--- src/rtl/ep_tx_pkg.sv ---
package ep_tx_pkg;

  typedef enum logic [1:0] {
    ST_IDLE = 2'd0,
    ST_SEND = 2'd1,
    ST_EOP  = 2'd2,
    ST_WAIT = 2'd3
  } tx_state_e;

  // distance between two wrapping pointers that count over span values
  function automatic int unsigned ptr_gap(int unsigned w, int unsigned b,
                                          int unsigned span);
    return (w + span - b) % span;
  endfunction

  // bytes carried by the next packet
  function automatic int unsigned pkt_size(int unsigned lvl, int unsigned mps);
    return (lvl < mps) ? lvl : mps;
  endfunction

  // a packet may leave once it is full or the producer closed it
  function automatic logic pkt_ready(int unsigned lvl, int unsigned mps,
                                     logic eod);
    return (lvl >= mps) || eod;
  endfunction

endpackage

--- src/rtl/ep_tx_store.sv ---
module ep_tx_store #(
  parameter int DEPTH = 16,
  parameter int AW    = 4
) (
  input  logic          clk,
  input  logic          we,
  input  logic [AW-1:0] waddr,
  input  logic [7:0]    wdata,
  input  logic [AW-1:0] raddr,
  output logic [7:0]    rdata
);
  logic [7:0] mem [DEPTH];

  always_ff @(posedge clk) begin
    if (we) mem[waddr] <= wdata;
  end

  assign rdata = mem[raddr];
endmodule

--- src/rtl/ep_tx_ptrs.sv ---
module ep_tx_ptrs
  import ep_tx_pkg::*;
#(
  parameter int DEPTH = 16,
  parameter int AW    = 4,
  parameter int PW    = AW + 1
) (
  input  logic          clk,
  input  logic          rst_n,
  input  logic          flush,
  input  logic          wr_push,
  input  logic          rd_step,
  input  logic          commit,
  input  logic          rewind,
  output logic [PW-1:0] wr_ptr,
  output logic [PW-1:0] rd_ptr,
  output logic [PW-1:0] level,
  output logic          full
);
  localparam int SPAN = 2 * DEPTH;
  localparam logic [PW-1:0] DEPTH_C = PW'(DEPTH);

  logic [PW-1:0] base_ptr;

  assign level = PW'(ptr_gap(32'(wr_ptr), 32'(base_ptr), SPAN));
  assign full  = (level == DEPTH_C);

  always_ff @(posedge clk or negedge rst_n) begin
    if (!rst_n) begin
      wr_ptr   <= '0;
      rd_ptr   <= '0;
      base_ptr <= '0;
    end else if (flush) begin
      wr_ptr   <= '0;
      rd_ptr   <= '0;
      base_ptr <= '0;
    end else begin
      if (wr_push) wr_ptr <= wr_ptr + 1'b1;
      if (rd_step)      rd_ptr <= rd_ptr + 1'b1;
      else if (rewind)  rd_ptr <= base_ptr;
      if (commit) base_ptr <= rd_ptr;
    end
  end
endmodule

--- src/rtl/ep_tx_seq.sv ---
module ep_tx_seq
  import ep_tx_pkg::*;
#(
  parameter int MPS = 8,
  parameter int PW  = 5,
  parameter int CW  = $clog2(MPS + 1)
) (
  input  logic          clk,
  input  logic          rst_n,
  input  logic          flush,
  input  logic          eod_wr,
  input  logic          is_iso,
  input  logic          in_req,
  input  logic          tx_rdy,
  input  logic          hs_ack,
  input  logic          hs_miss,
  input  logic          done_clr,
  input  logic [PW-1:0] level,
  output logic          tx_valid,
  output logic          tx_eop,
  output logic          tx_nak,
  output logic          rd_step,
  output logic          commit,
  output logic          rewind,
  output logic          done_set,
  output logic          done_irq,
  output logic          ack_ok
);
  localparam logic [CW-1:0] MPS_C = CW'(MPS);

  tx_state_e     state;
  logic [CW-1:0] pkt_len;
  logic [CW-1:0] sent;
  logic          eod_pend;
  logic          nak_q;
  logic          eligible;
  logic          start;
  logic [CW-1:0] next_len;

  assign eligible = pkt_ready(32'(level), MPS, eod_pend);
  assign start    = (state == ST_IDLE) && in_req && eligible;
  assign next_len = CW'(pkt_size(32'(level), MPS));

  assign tx_valid = (state == ST_SEND);
  assign tx_eop   = (state == ST_EOP);
  assign tx_nak   = nak_q;

  assign rd_step  = !flush && (state == ST_SEND) && tx_rdy;
  assign commit   = !flush && (((state == ST_EOP) && is_iso) ||
                               ((state == ST_WAIT) && hs_ack));
  assign rewind   = !flush && (state == ST_WAIT) && !hs_ack && hs_miss;
  assign done_set = commit || rewind;

  always_ff @(posedge clk or negedge rst_n) begin
    if (!rst_n) begin
      state    <= ST_IDLE;
      pkt_len  <= '0;
      sent     <= '0;
      eod_pend <= 1'b0;
      nak_q    <= 1'b0;
    end else if (flush) begin
      state    <= ST_IDLE;
      sent     <= '0;
      eod_pend <= 1'b0;
      nak_q    <= 1'b0;
    end else begin
      nak_q <= (state == ST_IDLE) && in_req && !eligible;
      if (commit && (pkt_len < MPS_C)) eod_pend <= 1'b0;
      if (eod_wr)                      eod_pend <= 1'b1;
      unique case (state)
        ST_IDLE: if (start) begin
          pkt_len <= next_len;
          sent    <= '0;
          state   <= (next_len == '0) ? ST_EOP : ST_SEND;
        end
        ST_SEND: if (tx_rdy) begin
          sent <= sent + 1'b1;
          if (sent == pkt_len - 1'b1) state <= ST_EOP;
        end
        ST_EOP:  state <= is_iso ? ST_IDLE : ST_WAIT;
        ST_WAIT: if (hs_ack || hs_miss) state <= ST_IDLE;
        default: state <= ST_IDLE;
      endcase
    end
  end

  always_ff @(posedge clk or negedge rst_n) begin
    if (!rst_n) begin
      done_irq <= 1'b0;
      ack_ok   <= 1'b0;
    end else begin
      if (done_set)      done_irq <= 1'b1;
      else if (done_clr) done_irq <= 1'b0;
      if (commit)        ack_ok <= !is_iso;
      else if (rewind)   ack_ok <= 1'b0;
    end
  end
endmodule

--- src/rtl/ep_tx_fifo.sv ---
module ep_tx_fifo
  import ep_tx_pkg::*;
#(
  parameter int DEPTH = 16,
  parameter int MPS   = 8
) (
  input  logic       clk,
  input  logic       rst_n,
  input  logic       wr_valid,
  input  logic [7:0] wr_data,
  output logic       wr_ready,
  input  logic       eod_wr,
  input  logic       flush,
  input  logic       is_iso,
  input  logic       in_req,
  input  logic       tx_rdy,
  output logic       tx_valid,
  output logic [7:0] tx_data,
  output logic       tx_eop,
  output logic       tx_nak,
  input  logic       hs_ack,
  input  logic       hs_miss,
  input  logic       done_clr,
  output logic       done_irq,
  output logic       ack_ok
);
  localparam int AW = $clog2(DEPTH);
  localparam int PW = AW + 1;

  // named internal events, visible to the bound checker
  logic          wr_accept;
  logic          rd_step;
  logic          commit;
  logic          rewind;
  logic          done_set;
  logic          full;
  logic [PW-1:0] wr_ptr;
  logic [PW-1:0] rd_ptr;
  logic [PW-1:0] level;

  assign wr_ready  = !full;
  assign wr_accept = wr_valid && !full && !flush;

  ep_tx_store #(.DEPTH(DEPTH), .AW(AW)) u_store (
    .clk   (clk),
    .we    (wr_accept),
    .waddr (wr_ptr[AW-1:0]),
    .wdata (wr_data),
    .raddr (rd_ptr[AW-1:0]),
    .rdata (tx_data)
  );

  ep_tx_ptrs #(.DEPTH(DEPTH), .AW(AW), .PW(PW)) u_ptrs (
    .clk     (clk),
    .rst_n   (rst_n),
    .flush   (flush),
    .wr_push (wr_accept),
    .rd_step (rd_step),
    .commit  (commit),
    .rewind  (rewind),
    .wr_ptr  (wr_ptr),
    .rd_ptr  (rd_ptr),
    .level   (level),
    .full    (full)
  );

  ep_tx_seq #(.MPS(MPS), .PW(PW)) u_seq (
    .clk      (clk),
    .rst_n    (rst_n),
    .flush    (flush),
    .eod_wr   (eod_wr),
    .is_iso   (is_iso),
    .in_req   (in_req),
    .tx_rdy   (tx_rdy),
    .hs_ack   (hs_ack),
    .hs_miss  (hs_miss),
    .done_clr (done_clr),
    .level    (level),
    .tx_valid (tx_valid),
    .tx_eop   (tx_eop),
    .tx_nak   (tx_nak),
    .rd_step  (rd_step),
    .commit   (commit),
    .rewind   (rewind),
    .done_set (done_set),
    .done_irq (done_irq),
    .ack_ok   (ack_ok)
  );
endmodule

--- config.mk ---
export PLATFORM = sky130hd
export DESIGN_NAME = ep_tx_fifo
export DESIGN_NICKNAME = d
export VERILOG_FILES = /design/src/rtl/ep_tx_pkg.sv /design/src/rtl/ep_tx_store.sv /design/src/rtl/ep_tx_ptrs.sv /design/src/rtl/ep_tx_seq.sv /design/src/rtl/ep_tx_fifo.sv
export SDC_FILE = /design/constraint.sdc
export NUM_CORES = 1
export LEC_CHECK = 0
export CAP_MARGIN = 20
export CORE_MARGIN = 8
export CORE_UTILIZATION = 35
export CTS_BUF_LIST = sky130_fd_sc_hd__clkbuf_2 sky130_fd_sc_hd__clkbuf_4 sky130_fd_sc_hd__clkbuf_8
export DETAILED_ROUTE_END_ITERATION = 10
export DONT_BUFFER_PORTS = 1
export SLEW_MARGIN = 20
export SYNTH_ARGS = -nofsm -noshare
export SYNTH_HDL_FRONTEND = slang
export SYNTH_SLANG_ARGS = --single-unit
export TNS_END_PERCENT = 50
--- constraint.sdc ---
create_clock -name clk -period 3.9 [get_ports clk]
set_input_delay 1.17 -clock clk [delete_from_list [all_inputs] [get_ports clk]]
set_output_delay 1.17 -clock clk [all_outputs]
set_load 0.01 [all_outputs]
# == After elaboration in Yosys (flattened, before gate mapping) ==
# Memory sizes are Yosys's and may differ from the RTL's.
# Cells that the tools add are included.
# classes
addsub,6
magnitude_cmp,3
n_eq_ne,9
n_mux,30
bitwise,1
n_reduce_logical,35
# ops
cell,count
two-way mux 5 bit,7
two-way mux 4 bit,4
adder 5 x 1 -> 5 bit (second input constant),3
logical AND 1 bit,14
two-way mux 2 bit,7
two-way mux 1 bit,10
nonzero test 3 bit,3
case mux 2 bit (4 select lines),1
case mux 4 bit (2 select lines),1
nonzero test 2 bit,4
inequality test 3 x 2 -> 1 bit (second input constant),2
inequality test 3 bit (second input constant),2
AND reduction 3 bit,2
== test 5 bit (second input constant),1
greater-or-equal comparator 5 x 4 -> 1 bit (second input constant),1
logical NOT 1 bit,5
< comparator 5 x 4 -> 1 bit (second input constant),1
subtractor 5 bit,1
adder 4 x 1 -> 4 bit (second input constant),1
== test 2 bit (second input constant),2
== test 4 bit,1
logical NOT 4 bit,1
logical OR 1 bit,4
< comparator 4 bit (second input constant),1
other kinds (5),5
# totals
register_bits,29
mem_bits_rw,128
input_bits,19
out_inout_bits,14
elab_cells,95
memories,1
# mem_list
name,depth,word_bits,rd,rd_clocked_by_memory_dff,write_ports,line_no,source
u_store.mem,16,8,1,0,1,ep_tx_store.sv:12,logic [7:0] mem [DEPTH];

# == Depth between registers and ports, before layout ==
# logic_depth
ltp_word,9
mapped_depth,10
ltp_nobuf,9

# == Cells and area by module ==
# From an unflattened synthesis, not the netlist that was laid out.
# unflattened
hier_cells,414
area_unflattened_um2,6806.5
# modules_own_cells
module,n_inst,cells_per_inst,area_per_inst_um2
ep_tx_store,1,221,4987.3
ep_tx_ptrs,1,92,928.4
ep_tx_seq,1,99,874.6
ep_tx_fifo,1,2,16.3

# == Worst setup path before layout ==
# OpenSTA, ideal clock, no wires.
# synth_timing
path_type,register -> register
startpoint,reg u_ptrs.wr_ptr[0]
endpoint,"mem u_store.mem[0][0], enable pin"
arrival_ps,2611
path_slack_ps,905
stages_incl_launch_ff,11
n_path_buf,2
period_less_slack_ps,2995
cell_sequence,dfrtp_1 inv_1 ha_1 fa_1 nand2b_1 a21oi_2 xnor2_2 a31o_1 buf_6 buf_6 nor3_1
# synth_between
elab_chain_len,8
# synth_rtl
item,line_no,source
start: declaration,ep_tx_ptrs.sv:15,"output logic [PW-1:0] wr_ptr,"
start signal: assignment,ep_tx_ptrs.sv:38,if (wr_push) wr_ptr <= wr_ptr + 1'b1;
adder 5 x 1 -> 5 bit,ep_tx_pkg.sv:13,return (w + span - b) % span;
subtractor 5 bit,ep_tx_pkg.sv:13,
== test 5 bit,ep_tx_ptrs.sv:26,assign full = (level == DEPTH_C);
logical NOT 1 bit,ep_tx_fifo.sv:42,assign wr_accept = wr_valid && !full && !flush;
logical AND 1 bit (2 in series),ep_tx_fifo.sv:42,
two-way mux 1 bit,ep_tx_store.sv:15,if (we) mem[waddr] <= wdata;
two-way mux 1 bit (implied by the code),ep_tx_store.sv:15,
end: declaration,ep_tx_store.sv:12,
# Several ways; a longest one is shown, not always the timed one.

# == Worst setup path after layout ==
# layout_timing
startpoint,reg u_ptrs.rd_ptr[0]
endpoint,out tx_data[5]
# layout_between
elab_chain_len,1
# layout_rtl
item,line_no,source
start: declaration,ep_tx_ptrs.sv:16,"output logic [PW-1:0] rd_ptr,"
start signal: assignment,ep_tx_ptrs.sv:39,if (rd_step) rd_ptr <= rd_ptr + 1'b1;
start signal: assignment,ep_tx_ptrs.sv:40,else if (rewind) rd_ptr <= base_ptr;
memory read (16 x 8 bit),--,
end: declaration,ep_tx_fifo.sv:18,"output logic [7:0] tx_data,"
# No other way between the ends.

==> flow_summary.json <==
{
  "worst-path-max-fanout": 15,
  "grt.busiest_layer": "met2",
  "arrival_ns": 2.44,
  "vias_per_cell": 5.05,
  "endpoint_kind": "primary output",
  "pwr_density_cell_nw_per_um2": 513,
  "cts_tree": "built",
  "place_hpwl_mm": 9.41,
  "grtUsageMet3": 0.0494,
  "p_leak_nw": 2.49,
  "criticalPathCategory": "reg -> out",
  "tightest_slew_ns": 0.955,
  "netSwitchingFraction": 0.272,
  "drtIter0Drc": 263,
  "ant_nets": 0,
  "grt.total_usage": 0.126,
  "cts_inserted_buffers": 17,
  "post-route-period-util": 0.926,
  "synth_seq_area_share": 0.675,
  "synthFlopType": "edfxtp_1",
  "port_buffers": 0,
  "grt_pass1_wl_mm": 22.5,
  "cts_root_buf": "clkbuf_8",
  "grt_pass1_vias": 3761,
  "post-route-min-period_ns": 3.61,
  "clk_pin_slew_worst_paths_ns": 0.08,
  "outcome": "finished clean",
  "cts_num_sinks": 157,
  "die_area_um2": 24100,
  "wirelength_mm": 14.4,
  "synth-edff-count": 128,
  "post-cts-setup-buffer-count": 0,
  "p_int_w": 0.00279,
  "synthArstFlopShare": 0.185,
  "slew_headroom": 0.360,
  "cp_slowest_stage_delay_ns": 0.65,
  "multiInputGateArea_um2": 2020,
  "met1_usage": 0.151,
  "clk_latency_ns": 0.45,
  "grt_use_met2": 0.207,
  "preCtsSetupSlack_ns": 0.540,
  "cpMaxStageDelayCell": "dfrtp_2",
  "cpLargestDelayFamily": "multiplexers",
  "diodes": 0,
  "antenna_found_initial": 0,
  "syn_nets": 436,
  "htreeDepth": 4,
  "power_w": 0.00383,
  "ys_ff_latch": 157,
  "p_sw_w": 0.00104,
  "seq_area_um2": 4570,
  "initial_core_util": 0.353,
  "fin_tns_setup_ns": 0,
  "ys_types": 46,
  "grt_max_degree": 35,
  "ctsLongestPathBuffers": 2,
  "drive_gt1_frac": 0.215,
  "via_count": 3520,
  "core-area_um2": 19200,
  "min_path_type": "in -> async",
  "worst_clock_skew_ns": 0.0126,
  "layout_common_cells": "edfxtp_1, mux4_2, dfrtp_1",
  "max_clock_freq_mhz": 277,
  "synth_area_um2": 6770,
  "fin_util": 0.389,
  "seq_power_share": 0.522,
  "rsz0062_at_grt": "false",
  "synth-warning-count": 0,
  "fill_cells": 1767,
  "place_congestion": 0.769,
  "hold_viol": 0,
  "rows": 51,
  "cp_cell_sequence": "buf_4 > mux4_2 > mux4_2",
  "slew_viol_final": 0,
  "setup_violations": 0,
  "ios": 33,
  "cts_resized": 0,
  "drv_cap": 0,
  "drc_errors": 0,
  "die_y_um": 155,
  "clock_power_share": 0.288,
  "firstDrtPassIters": 4,
  "grt_overflow": 0,
  "wl_per_cell_um": 20.7,
  "fin_ws_ns": 0.289,
  "nets": 452,
  "cp-start-kind": "flip-flop",
  "ir_drop_uv": 249,
  "area_growth_pct": 10.3,
  "cpMostUsedCell": "mux4_2",
  "die-width_um": 155,
  "critPathBufInv": 1,
  "mostFrequentLayoutCell": "edfxtp_1",
  "synth_cells": 405,
  "p_comb_frac": 0.190,
  "synth.avg_cell_area_um2": 16.7,
  "ctsHoldBuffers": 0,
  "required_ns": 2.73
}
==> through the flow <==
step	cell area, um2	std cells	hold WS, ns
6_report	7470	697	0.405
5_1_grt	7470	697	0.364
4_1_cts	7470	697	0.377
3_5_place_dp	7120	667	0.524
3_3_place_gp	7120	667	0.504
2_1_floorplan	6770	405	0.471
==> power groups by stage <==
stage,clock network (W),registers [W],logic (W)
4_1_cts,0.00114,0.00200,0.000741
3_3_place_gp,0,0.00204,0.000721
5_1_grt,0.00120,0.00202,0.000796
2_1_floorplan,0,0.00196,0.000675
3_5_place_dp,0,0.00204,0.000739
6_report,0.00110,0.00200,0.000729
==> Yosys cell counts, types with 4 or more instances <==
cell type	n	share of area
edfxtp_1	128	0.57
buf_6	6	0.010
mux4_2	40	0.13
a31oi_1	4	0.0037
dfrtp_1	29	0.11
nand2_1	24	0.013
nor2_1	18	0.010
mux2i_1	7	0.010
a21oi_1	11	0.0081
inv_1	16	0.0089
nor2b_1	4	0.0037
xnor2_1	8	0.010
nand3_1	10	0.0074
o21ai_0	11	0.0081
nand2b_1	7	0.0065
xor2_1	5	0.0065
nor3_1	18	0.013
ha_1	11	0.020
clkbuf_1	8	0.0044
==> final cells by class <==
cell class              count  area share
multi-input cells         212       0.270
inverters                  16     0.00804
repair buffers             17      0.0188
clock buffers              20      0.0343
clock inverters            10      0.0126
flip-flops and latches    157       0.612
well taps                 265      0.0444
==> worst paths after layout <==
kind,start,end,slack [ns],depth (start not counted)
max,u_ptrs.rd_ptr[0],tx_data[5],0.29,3
max reg2reg,u_ptrs.wr_ptr[0],u_store.mem[15][2],0.57,8
max in group asynchronous,rst_n,u_ptrs.rd_ptr[0],3.40,0
min reg2reg,u_seq.pkt_len[1],u_seq.pkt_len[1],0.54,2
min in group clk,u_seq.pkt_len[1],u_seq.pkt_len[1],0.54,2
min,rst_n,u_ptrs.wr_ptr[3],0.40,0
==> kinds of logic after synthesis <==
family,synth area share
buffers and inverters,0.0275
AO/OA/AOI/OAI,0.0382
AND/OR/NAND/NOR,0.0713
multiplexers,0.143
flip-flops,0.675
XOR/XNOR,0.0216
adder cells (fa/ha/maj),0.0233
==> metal layers <==
layer | vias up | wire, um
met5 | - | 0
met4 | 0 | 107
met3 | 8 | 1020
met2 | 69 | 7070
met1 | 1839 | 6220
li1 | 1604 | -
==> state kept, by name (all words and copies together), names as in the netlist <==
| signal | count |
|---|---|
| u_ptrs.wr_ptr | 5 |
| u_seq.ack_ok | 1 |
| u_seq.done_irq | 1 |
| u_seq.tx_nak | 1 |
| u_ptrs.rd_ptr | 5 |
| u_seq.state | 2 |
| u_seq.pkt_len | 4 |
| u_store.mem | 128 |
| u_ptrs.base_ptr | 5 |
| u_seq.eod_pend | 1 |
| u_seq.sent | 4 |
(Power assumes the default switching activity.)
